### config.mk
export PLATFORM = sky130hd
export DESIGN_NAME = sercom_uart
export DESIGN_NICKNAME = d
export VERILOG_FILES = /design/src/rtl/sercom_pkg.sv /design/src/rtl/sercom_baud.sv /design/src/rtl/sercom_tx.sv /design/src/rtl/sercom_rx.sv /design/src/rtl/sercom_uart.sv
export SDC_FILE = /design/constraint.sdc
export NUM_CORES = 1
export LEC_CHECK = 0
export CAP_MARGIN = 20
export CORE_UTILIZATION = 55
export DETAILED_ROUTE_END_ITERATION = 10
export GPL_TIMING_DRIVEN = 0
export PLACE_DENSITY = 0.73
export SKIP_CTS_REPAIR_TIMING = 1
export SLEW_MARGIN = 20
export SYNTH_ARGS = -nofsm -noshare
export SYNTH_HDL_FRONTEND = slang
export SYNTH_SLANG_ARGS = --single-unit
### constraint.sdc
create_clock -name clk -period 2.6 [get_ports clk]
set_input_delay 0.52 -clock clk [delete_from_list [all_inputs] [get_ports clk]]
set_output_delay 0.52 -clock clk [all_outputs]
set_load 0.1 [all_outputs]
### src/rtl/sercom_pkg.sv
package sercom_pkg;

    localparam int BYTE_W = 8;

    typedef enum logic [1:0] {
        A_DATA = 2'd0,
        A_STAT = 2'd1,
        A_CTRL = 2'd2,
        A_BAUD = 2'd3
    } reg_addr_e;

    typedef struct packed {
        logic rx_en;
        logic tx_en;
        logic nine;
        logic txb8;
    } ctrl_t;

    typedef struct packed {
        logic              rxc;
        logic              fe;
        logic              ovr;
        logic              b8;
        logic [BYTE_W-1:0] data;
    } rx_hold_t;

    typedef enum logic [1:0] {
        RX_IDLE  = 2'd0,
        RX_START = 2'd1,
        RX_BITS  = 2'd2
    } rx_state_e;

    function automatic logic maj3(input logic a, input logic b, input logic c);
        return (a & b) | (a & c) | (b & c);
    endfunction

endpackage

### src/rtl/sercom_baud.sv
module sercom_baud #(
    parameter int DIV_W = 8
) (
    input  logic             clk,
    input  logic             rst,
    input  logic [DIV_W-1:0] div,
    output logic             tick
);
    logic [DIV_W-1:0] cnt;

    assign tick = (cnt == '0);

    always_ff @(posedge clk) begin
        if (rst)       cnt <= '0;
        else if (tick) cnt <= div;
        else           cnt <= cnt - 1'b1;
    end
endmodule

### src/rtl/sercom_tx.sv
module sercom_tx #(
    parameter int DW  = 8,
    parameter int OVS = 16
) (
    input  logic          clk,
    input  logic          rst,
    input  logic          tick,
    input  logic          en,
    input  logic          nine,
    input  logic          full,
    input  logic [DW-1:0] data,
    input  logic          b8,
    output logic          take,
    output logic          done,
    output logic          busy,
    output logic          txd
);
    localparam int FW = DW + 3;
    localparam int PW = $clog2(OVS);
    localparam int CW = $clog2(FW + 1);

    logic [FW-1:0] sr;
    logic [PW-1:0] ph;
    logic [CW-1:0] left;
    logic bit_end, last, want;

    assign bit_end = busy && (ph == PW'(OVS - 1));
    assign last    = (left == CW'(1));
    assign want    = en && full;
    assign take    = tick && want && (!busy || (bit_end && last));
    assign done    = tick && bit_end && last && !want;
    assign txd     = busy ? sr[0] : 1'b1;

    always_ff @(posedge clk) begin
        if (rst) begin
            sr   <= '1;
            ph   <= '0;
            left <= '0;
            busy <= 1'b0;
        end else if (take) begin
            sr   <= nine ? {1'b1, b8, data, 1'b0} : {2'b11, data, 1'b0};
            ph   <= '0;
            left <= nine ? CW'(FW) : CW'(FW - 1);
            busy <= 1'b1;
        end else if (tick && busy) begin
            if (bit_end) begin
                ph <= '0;
                if (last) begin
                    busy <= 1'b0;
                end else begin
                    sr   <= {1'b1, sr[FW-1:1]};
                    left <= left - 1'b1;
                end
            end else begin
                ph <= ph + 1'b1;
            end
        end
    end
endmodule

### src/rtl/sercom_rx.sv
module sercom_rx
    import sercom_pkg::*;
#(
    parameter int DW  = 8,
    parameter int OVS = 16
) (
    input  logic          clk,
    input  logic          rst,
    input  logic          tick,
    input  logic          en,
    input  logic          nine,
    input  logic          rxd,
    output logic          fvalid,
    output logic [DW-1:0] fdata,
    output logic          fb8,
    output logic          fstop
);
    localparam int SW  = $clog2(OVS + 1);
    localparam int MID = OVS / 2;
    localparam int CW  = $clog2(DW + 2);

    rx_state_e     st;
    logic [SW-1:0] s;
    logic          sa, sb;
    logic [DW:0]   sh;
    logic [CW-1:0] idx;
    logic          vote, at_vote;
    logic [CW-1:0] stop_idx;

    assign vote     = maj3(sa, sb, rxd);
    assign at_vote  = (s == SW'(MID + 2));
    assign stop_idx = nine ? CW'(DW + 1) : CW'(DW);

    always_ff @(posedge clk) begin
        if (rst) begin
            st     <= RX_IDLE;
            s      <= '0;
            sa     <= 1'b1;
            sb     <= 1'b1;
            sh     <= '0;
            idx    <= '0;
            fvalid <= 1'b0;
            fdata  <= '0;
            fb8    <= 1'b0;
            fstop  <= 1'b1;
        end else begin
            fvalid <= 1'b0;
            if (!en) begin
                st <= RX_IDLE;
            end else if (tick) begin
                if (st == RX_IDLE) begin
                    if (!rxd) begin
                        st <= RX_START;
                        s  <= SW'(1);
                    end
                end else begin
                    s <= (s == SW'(OVS)) ? SW'(1) : s + 1'b1;
                    if (s == SW'(MID))     sa <= rxd;
                    if (s == SW'(MID + 1)) sb <= rxd;
                    if (at_vote) begin
                        if (st == RX_START) begin
                            if (vote) begin
                                st <= RX_IDLE;
                            end else begin
                                st  <= RX_BITS;
                                idx <= '0;
                            end
                        end else if (idx == stop_idx) begin
                            st     <= RX_IDLE;
                            fvalid <= 1'b1;
                            fstop  <= vote;
                            fdata  <= nine ? sh[DW-1:0] : sh[DW:1];
                            fb8    <= nine & sh[DW];
                        end else begin
                            sh  <= {vote, sh[DW:1]};
                            idx <= idx + 1'b1;
                        end
                    end
                end
            end
        end
    end
endmodule

### src/rtl/sercom_uart.sv
module sercom_uart
    import sercom_pkg::*;
#(
    parameter int DIV_W = 8,
    parameter int OVS   = 16
) (
    input  logic       clk,
    input  logic       rst,
    input  logic       wr_en,
    input  logic       rd_en,
    input  logic [1:0] addr,
    input  logic [7:0] wdata,
    output logic [7:0] rdata,
    input  logic       rxd,
    output logic       txd,
    output logic       txd_oe,
    output logic       dre,
    output logic       txc,
    output logic       rxc,
    output logic       fe,
    output logic       ovr
);
    localparam int DW = BYTE_W;

    reg_addr_e        sel;
    ctrl_t            ctrl_q;
    logic [DIV_W-1:0] div_q;
    logic [DW-1:0]    tx_buf;
    logic             dre_q, txc_q, mp_q;
    rx_hold_t         hold_q;
    logic [1:0]       sync_q;

    logic baud_tick, tx_take, tx_done, tx_busy;
    logic fvalid, fb8, fstop, marker, accept, pop;
    logic [DW-1:0] fdata;

    assign sel = reg_addr_e'(addr);
    assign pop = rd_en && (sel == A_DATA);

    sercom_baud #(.DIV_W(DIV_W)) u_baud (
        .clk(clk), .rst(rst), .div(div_q), .tick(baud_tick)
    );

    sercom_tx #(.DW(DW), .OVS(OVS)) u_tx (
        .clk(clk), .rst(rst), .tick(baud_tick), .en(ctrl_q.tx_en),
        .nine(ctrl_q.nine), .full(!dre_q), .data(tx_buf), .b8(ctrl_q.txb8),
        .take(tx_take), .done(tx_done), .busy(tx_busy), .txd(txd)
    );

    sercom_rx #(.DW(DW), .OVS(OVS)) u_rx (
        .clk(clk), .rst(rst), .tick(baud_tick), .en(ctrl_q.rx_en),
        .nine(ctrl_q.nine), .rxd(sync_q[1]), .fvalid(fvalid),
        .fdata(fdata), .fb8(fb8), .fstop(fstop)
    );

    // address marker: ninth bit when present, else the stop-position bit
    assign marker = ctrl_q.nine ? fb8 : fstop;
    assign accept = fvalid && (!mp_q || marker);

    always_ff @(posedge clk) begin
        if (rst) sync_q <= 2'b11;
        else     sync_q <= {sync_q[0], rxd};
    end

    // control, divider and filter mode
    always_ff @(posedge clk) begin
        if (rst) begin
            ctrl_q <= '0;
            div_q  <= '0;
            mp_q   <= 1'b0;
        end else if (wr_en) begin
            case (sel)
                A_CTRL: ctrl_q <= '{rx_en: wdata[4], tx_en: wdata[3],
                                    nine: wdata[2], txb8: wdata[0]};
                A_BAUD: div_q  <= DIV_W'(wdata);
                A_STAT: mp_q   <= wdata[0];
                default: ;
            endcase
        end
    end

    // transmit buffer and status
    always_ff @(posedge clk) begin
        if (rst) begin
            tx_buf <= '0;
            dre_q  <= 1'b1;
            txc_q  <= 1'b0;
        end else begin
            if (wr_en && sel == A_DATA) begin
                tx_buf <= wdata;
                dre_q  <= 1'b0;
            end else if (tx_take) begin
                dre_q  <= 1'b1;
            end
            if (wr_en && sel == A_STAT && wdata[6]) txc_q <= 1'b0;
            else if (tx_done)                       txc_q <= 1'b1;
            else if (tx_take)                       txc_q <= 1'b0;
        end
    end

    // receive buffer and status
    always_ff @(posedge clk) begin
        if (rst) begin
            hold_q <= '0;
        end else begin
            if (pop) hold_q.rxc <= 1'b0;
            if (accept) begin
                if (hold_q.rxc && !pop) begin
                    hold_q.ovr <= 1'b1;
                end else begin
                    hold_q.data <= fdata;
                    hold_q.b8   <= fb8;
                    hold_q.fe   <= !fstop;
                    hold_q.ovr  <= 1'b0;
                    hold_q.rxc  <= 1'b1;
                end
            end
        end
    end

    always_comb begin
        case (sel)
            A_DATA:  rdata = hold_q.data;
            A_STAT:  rdata = {hold_q.rxc, txc_q, dre_q, hold_q.fe, hold_q.ovr,
                              1'b0, hold_q.b8, mp_q};
            A_CTRL:  rdata = {3'b000, ctrl_q.rx_en, ctrl_q.tx_en, ctrl_q.nine,
                              1'b0, ctrl_q.txb8};
            default: rdata = 8'(div_q);
        endcase
    end

    assign txd_oe = ctrl_q.tx_en | tx_busy;
    assign dre    = dre_q;
    assign txc    = txc_q;
    assign rxc    = hold_q.rxc;
    assign fe     = hold_q.fe;
    assign ovr    = hold_q.ovr;
endmodule

======== Word level (Yosys, flattened, before mapping) ========
Index checks and enable logic that the tools add are counted.
operators by class
  $add $sub $neg .......................... 5
  equal/unequal tests ..................... 15
  mux-type cells .......................... 43
  bitwise logic cells ..................... 14
  reduce and logical (&&, ||, !) cells .... 50
operator list
  operator             count
  $mux 11              4
  $mux 4               8
  $pmux 8 s3           1
  $reduce_and 6->1     3
  $mux 8               2
  $eq 5x4->1 const B   3
  $logic_and 1x1->1    15
  $mux 1               15
  $mux 5               3
  $mux 2               7
  $mux 12              1
  $reduce_and 4->1     3
  $reduce_bool 2->1    6
  $mux 10              1
  $mux 9               1
  $reduce_and 3->1     3
  $add 4x1->4 const B  2
  $logic_not 8->1      1
  $reduce_and 2->1     4
  $sub 8x1->8 const B  1
  $not 1->1            7
  $logic_not 1->1      6
  $ne 2x2->1 const B   3
  $reduce_or 2->1      3
  15 further kinds     24
storage, ports and cells
  bits in registers ....................... 98
  input bits .............................. 15
  output and inout port bits .............. 15
  logic and storage cells ................. 157

======== Depth between registers and ports, before layout ========
Gate-level depths: netlist of run 1.
  depth in word-level cells ............... 7
  depth in mapped cells ................... 8

======== By module ========
Synthesis of run 1 repeated with hierarchy kept, for this count alone.
unflattened totals
  cells, all modules ...................... 514
  area total of the unflattened synthesis .. 4784.6 sq um
by module, submodules not included
  module       times used  cells each  area each (sq um)
  sercom_uart  1           163         1656.6
  sercom_rx    1           187         1646.6
  sercom_tx    1           118         1037.2
  sercom_baud  1           46          444.2

======== Worst setup path before layout of run 1 ========
Ideal clock, no wire load.
  path kind ............................... in2out
  from .................................... input addr[1]
  to ...................................... output rdata[2]
  data arrival time ....................... 3.296 ns
  required time ........................... 2.080 ns
  path slack .............................. -1.216 ns
  stages on the path ...................... 4
  path buffers ............................ 2
  cell sequence ........................... clkbuf_1 clkbuf_1 mux2i_1 o21ai_0
between the ends
  word-level cells in the longest chain between the ends .. 2
  elaborated cells between the ends (all ways) .. 4
RTL lines
  element                                   line                RTL
  start: declaration                        sercom_uart.sv:11   input logic [1:0] addr,
  $eq 2x2->1, or another cell as far along  sercom_uart.sv:122  case (sel)
  $pmux 8 s3 *                              sercom_uart.sv:122
  end: declaration                          sercom_uart.sv:13   output logic [7:0] rdata,
Every way passes the cells marked *; elsewhere a longest branch is shown, timed or not.

======== Worst setup path after layout of run 1 ========
  from .................................... input addr[1]
  to ...................................... output rdata[1]
Same word-level chain as after synthesis.

==> results.sh, run 1 <==
export IMPL_muxShareOfSynthArea_pct=14.1
export IMPL_hp_start="sync_q[0]"
export IMPL_fmax_mhz=400
export IMPL_peakVddDrop_mv=0.474
export IMPL_ios=30
export IMPL_num_vias=3834
export IMPL_grt_busiest_layer="met2"
export IMPL_cp_arrival_ps=1980
export IMPL_start_kind="input port"
export IMPL_max_slew_margin_pct=35.2
export IMPL_drtIter0Drc=181
export IMPL_crit_fanout=10
export IMPL_synth_area_um2=4580
export IMPL_grtUsageMet2_pct=43.1
export IMPL_min_path_cells=1
export IMPL_synth_top_family_by_area="simple AND/OR/NAND/NOR gates"
export IMPL_die_h_um=93.2
export IMPL_synth_simple_area_share_pct=20.5
export IMPL_worstMarginPinSlew_ps=969
export IMPL_core_um2=7890
export IMPL_fin_crit_ps=2500
export IMPL_area_growth_pct=13.3
export IMPL_totalWireLength_um=11100
export IMPL_synth_compound_area_share_pct=14.6
export IMPL_hold_viol=0
export IMPL_critPathKind="input port to primary output"
export IMPL_first_pass_iters=5
export IMPL_yosys_warnings=0
export IMPL_row_count=32
export IMPL_io_buffers=28
export IMPL_overflow=0
export IMPL_cts_tree="done"
export IMPL_reg2regPathDepth=6
export IMPL_die_w_um=93.2
export IMPL_ant_nets=0
export IMPL_grt_use_total_pct=27.2
export IMPL_synth_cell_types=62
export IMPL_cts_sinks=97
export IMPL_synth_top_area_share_pct=42.4
export IMPL_gp_congestion=0.855
export IMPL_synth_commonest_cells="dfxtp_1, nor2_1, mux2i_1"
export IMPL_synth_seq_cells=97
export IMPL_synth_xor_area_share_pct=1.34
export IMPL_drc_errors=0
export IMPL_grt_use_met3_pct=4.07
export IMPL_start_util_pct=58.0
export IMPL_use_met1_pct=38.4
export IMPL_viasPerCell=5.99
export IMPL_cts_clk_slew_worst_paths_ps=100
export IMPL_grt_max_degree=17
export IMPL_async_flop_share_pct=0
export IMPL_dp_hpwl_um=8060
export IMPL_report_final_setup_viol=0
export IMPL_yosys_area_top_type="dfxtp_1"
export IMPL_antenna_cells=0
export IMPL_clk_path_buf_depth=2
export IMPL_netlist_instances=494
export IMPL_antenna_found_initial=0
export IMPL_layout_setup_ws_ps=100
export IMPL_worstPathRequired_ps=2080
export IMPL_root_buffer="clkbuf_8"
export IMPL_pre_cts_slack_ps=-867
export IMPL_htree_levels=3
export IMPL_p_per_area_nw_per_um2=630
export IMPL_yosysMostFrequentCell="dfxtp_1"
export IMPL_finClkSkew_ps=11.4
export IMPL_synth_area_top_cells="dfxtp_1, mux2i_1, nor2_1"
export IMPL_final_util_pct=65.8
export IMPL_synth_main_ff_cell="dfxtp_1"
export IMPL_seq_area_frac_synth_pct=42.4
export IMPL_min_to="sync_q[1]"
export IMPL_period_share_pct=96.1
export IMPL_layout_nets=557
export IMPL_grt_pass1_wl_um=18200
export IMPL_clk_latency_ps=360
export IMPL_postSynthAreaPerCell_um2=9.26
export IMPL_detail_route_wl_per_cell_um=17.4
export IMPL_maxCapViolCount=0
export IMPL_cts_buffers=9
export IMPL_p_leak_nw=1.96
export IMPL_grt_pass1_vias=3687
export IMPL_rsz0062_at_grt="no"
export IMPL_status="completed"
export IMPL_synth_edf_count=0
export IMPL_hp_class="flop to flop"
export IMPL_synth_fa_ha_area_share_pct=2.68
export IMPL_synth_nets=518
export IMPL_rr_endpoint="u_tx.sr[5]"
export IMPL_maxSlewViolCount=0
export IMPL_die_area_um2=8690
export IMPL_finalSetupTns_ps=0
export IMPL_r2r_start="u_baud.cnt[0]"
export IMPL_r2r_slack_ps=260
export IMPL_p_total_w=0.00327
export IMPL_end_kind="primary output"
export IMPL_drive_gt1_share_pct=12.1
[registers in the layout (all words and copies together), names as in the netlist, 2 cells and up]
signal and flops:
u_rx.idx 4, u_tx.sr 10, u_rx.s 5, ctrl_q 4
sync_q 2, hold_q 9, u_rx.sh 9, u_baud.cnt 8
u_tx.ph 4, div_q 8, u_tx.left 4, u_rx.fdata 8
tx_buf 8, u_rx.st 2
[layer usage]
layer | vias to the layer above | routed length (µm) | part of all wire [%]
met2 | 97 | 5020 | 45
li1 | 1879 | - | -
met5 | - | 0 | 0
met3 | 14 | 482 | 4.3
met4 | 0 | 178 | 1.6
met1 | 1844 | 5450 | 49
[worst max-delay path, cell delays in order]
cell      delay [ps]
clkbuf_1         270
clkbuf_2         320
mux2_2           370
a22o_1           210
clkbuf_4         290
[worst max-delay path by stage]
stage / start / depth (start not counted) / to
global placement: addr[0] / 4 / rdata[3]
floorplan: addr[1] / 4 / rdata[2]
finish: addr[1] / 5 / rdata[1]
CTS: ctrl_q[1] / 5 / rdata[2]
detailed placement: addr[0] / 4 / rdata[3]
global route: ctrl_q[1] / 5 / rdata[2]
[metrics by stage]
step                hold WS (ps)  std cells  area, µm²
floorplan                    389        494       4580
global placement             401        624       4990
detailed placement           403        624       4990
CTS                          425        640       5190
global route                 441        640       5190
finish                       419        640       5190
[kinds of logic after synthesis]
group / Yosys count
compound gates: 100
buf+inv: 42
flops: 97
mux: 60
xor+xnor: 7
simple gates: 178
fa+ha+maj: 10
[power by group]
part / switching (W) / internal [W] / leakage, nW
clock: 0.000538 / 0.000479 / 0.100
sequential: 0.0000753 / 0.00155 / 0.785
combinational: 0.000396 / 0.000226 / 1.07
[cell type report]
cell class                      count  area, µm²
Multi-Input combinational cell    355       2440
Sequential cell                    97       1940
Clock inverter                      5       63.8
Timing Repair Buffer               28        263
Clock buffer                       11        141
Fill cell                         638       2700
Inverter                           12       45.0
Buffer                             30        161
Tap cell                          102        128
[placed cells by master, fill, tap and decap left out, drive strengths merged, types with 8 or more instances in the layout]
| cell type | synthesis | routed |
|---|---|---|
| nor3 | 11 | 11 |
| o21ai | 18 | 18 |
| dfxtp | 97 | 97 |
| a22oi | 9 | 9 |
| nor2 | 56 | 56 |
| clkbuf | 23 | 40 |
| clkdlybuf4s50 | 0 | 17 |
| buf | 6 | 8 |
| mux2i | 51 | 51 |
| o31ai | 8 | 8 |
| ha | 9 | 9 |
| nand3 | 13 | 13 |
| inv | 12 | 13 |
| nand4 | 8 | 8 |
| nand2 | 41 | 41 |
| a21oi | 28 | 28 |
(Power assumes the default switching activity.)
==> inputs of run 2 (changes only) <==
Settings changed: SETUP_SLACK_MARGIN set to 0.4.
==> run 2 against run 1 <==
- via count rose by 2.7%
- non-clock buffer count up 6
- combinational power up 13%
- maximum frequency up 5.5%
- utilization rose by 2.3 points
- global-route usage about the same
- setup slack better by 130 ps
- final area is 3.5% higher
- clock skew grew 2.8 ps
- worst hold slack gained 14 ps
==> results.sh, run 2 (synthesis results as in run 1) <==
export IMPL_status="completed"
export IMPL_area_growth_pct=17.3
export IMPL_start_util_pct=58.0
export IMPL_die_h_um=93.2
export IMPL_cp_arrival_ps=1850
export IMPL_r2r_start="u_baud.cnt[0]"
export IMPL_clk_latency_ps=370
export IMPL_drive_gt1_share_pct=18.2
export IMPL_fillers=618
export IMPL_cts_buffers=9
export IMPL_final_cell_mix="dfxtp_1, nor2_1, mux2i_1"
export IMPL_layout_nets=564
export IMPL_worstPathRequired_ps=2080
export IMPL_switching_share_pct=32.8
export IMPL_grt_use_total_pct=27.2
export IMPL_start_kind="flop"
export IMPL_worstMarginPinSlew_ps=974
export IMPL_grtUsageMet2_pct=43.1
export IMPL_rr_endpoint="u_tx.sr[9]"
export IMPL_hold_viol=0
export IMPL_antenna_found_initial=0
export IMPL_grt_pass1_vias=3701
export IMPL_end_kind="primary output"
export IMPL_htree_levels=3
export IMPL_reg2regPathDepth=7
export IMPL_overflow=0
export IMPL_stdcell_count=647
export IMPL_use_met1_pct=38.4
export IMPL_period_share_pct=91.1
export IMPL_dp_hpwl_um=7960
export IMPL_cp_startpoint="ctrl_q[1]"
export IMPL_root_buffer="clkbuf_8"
export IMPL_io_buffers=28
export IMPL_critPathKind="flop to primary output"
export IMPL_detail_route_wl_per_cell_um=17.4
export IMPL_max_slew_margin_pct=35.0
export IMPL_first_pass_iters=5
export IMPL_multiInputGateArea_um2=2560
export IMPL_grt_max_degree=19
export IMPL_clk_path_buf_depth=2
export IMPL_largest_register_ffs=10
export IMPL_ios=30
export IMPL_totalWireLength_um=11200
export IMPL_cts_sinks=97
export IMPL_die_area_um2=8690
export IMPL_pre_cts_slack_ps=-998
export IMPL_power_switching_w=0.00108
export IMPL_report_final_setup_viol=0
export IMPL_p_leak_nw=2.10
export IMPL_num_vias=3937
export IMPL_p_total_w=0.00331
export IMPL_hp_class="flop to flop"
export IMPL_crit_path_end="rdata[2]"
export IMPL_clkPwrFrac_pct=29.5
export IMPL_final_area_um2=5370
export IMPL_die_w_um=93.2
export IMPL_gp_congestion=0.843
export IMPL_dp_cells=624
export IMPL_grt_use_met3_pct=5.61
export IMPL_peakVddDrop_mv=0.346
export IMPL_p_comb_share_pct=21.3
export IMPL_drc_errors=0
export IMPL_ant_nets=0
export IMPL_top_register="u_tx.sr"
export IMPL_antenna_cells=0
export IMPL_p_per_area_nw_per_um2=616
export IMPL_rsz0062_at_grt="yes"
export IMPL_grt_busiest_layer="met2"
export IMPL_place_area_um2=5020
export IMPL_seq_power_share_pct=49.3
export IMPL_drtIter0Drc=241
export IMPL_cts_tree="done"
export IMPL_r2r_slack_ps=420
export IMPL_fmax_mhz=422
export IMPL_crit_fanout=10
export IMPL_mostFrequentLayoutCell="dfxtp_1"
export IMPL_maxSlewViolCount=0
export IMPL_layout_setup_ws_ps=231
export IMPL_seq_area_um2=1950
export IMPL_finClkSkew_ps=14.2
export IMPL_core_um2=7890
export IMPL_largestRegisters="u_tx.sr x10, hold_q x9, u_rx.sh x9"
export IMPL_cts_clk_slew_worst_paths_ps=110
export IMPL_grt_pass1_wl_um=18500
export IMPL_intPower_w=0.00222
export IMPL_row_count=32
export IMPL_viasPerCell=6.09
export IMPL_maxCapViolCount=0
export IMPL_fin_crit_ps=2370
## run 2: cell types whose count changed in the layout (fill, tap and decap cells not counted), moves of 5 or more
cell,delta
buf_4,+7
clkbuf_2,+7
clkbuf_1,-6
clkdlybuf4s50_1,-5
## run 2: metrics by stage
stage / hold slack (ps) / TNS (ps) / utilization [%]
after floorplan: 389 / 0 / -
after global placement: 400 / -6940 / 63.7
after detailed placement: 399 / -7980 / 63.7
after CTS: 432 / -7060 / 66.1
after global routing: 472 / 0 / 68.0
final: 433 / 0 / 68.0
## run 2: power groups by stage
stage               combinational [W]  clock, W  sequential, W
floorplan                    0.000461         0        0.00164
global placement             0.000597         0        0.00165
finish                       0.000703  0.000974        0.00163
CTS                          0.000614  0.000980        0.00162
global route                 0.000782   0.00104        0.00164
detailed placement           0.000610         0        0.00165
## run 2: worst max-delay path, stage by stage (launching register included)
cell	delay, ps
dfxtp_1	330
clkbuf_2	220
clkbuf_4	300
mux2i_1	150
o21ai_4	130
clkbuf_4	340
## run 2: how the worst min path moves through the flow
| stage | startpoint | to | slack [ps] | depth (start not counted) |
|---|---|---|---|---|
| final | sync_q[0] | sync_q[1] | 430 | 1 |
| after global routing | sync_q[0] | sync_q[1] | 470 | 1 |
| after CTS | sync_q[0] | sync_q[1] | 430 | 1 |
| after detailed placement | sync_q[0] | sync_q[1] | 400 | 1 |
| after global placement | sync_q[0] | sync_q[1] | 400 | 1 |
| after floorplan | sync_q[0] | sync_q[1] | 390 | 1 |
## run 2: cell type report
type | instances | share of cell area (%)
sequential | 97 | 36.3
inverter | 12 | 0.840
multi-input combinational | 356 | 47.7
clock inverter | 6 | 1.05
tap | 102 | 2.38
buffer | 30 | 3.57
timing repair buffer | 34 | 5.62
clock buffer | 10 | 2.57
## run 2: per-layer routing
| layer | vias to the layer above | share of wire, % |
|---|---|---|
| met3 | 17 | 6.1 |
| met2 | 135 | 45 |
| met5 | - | 0 |
| met1 | 1887 | 47 |
| met4 | 0 | 1.8 |
| li1 | 1898 | - |
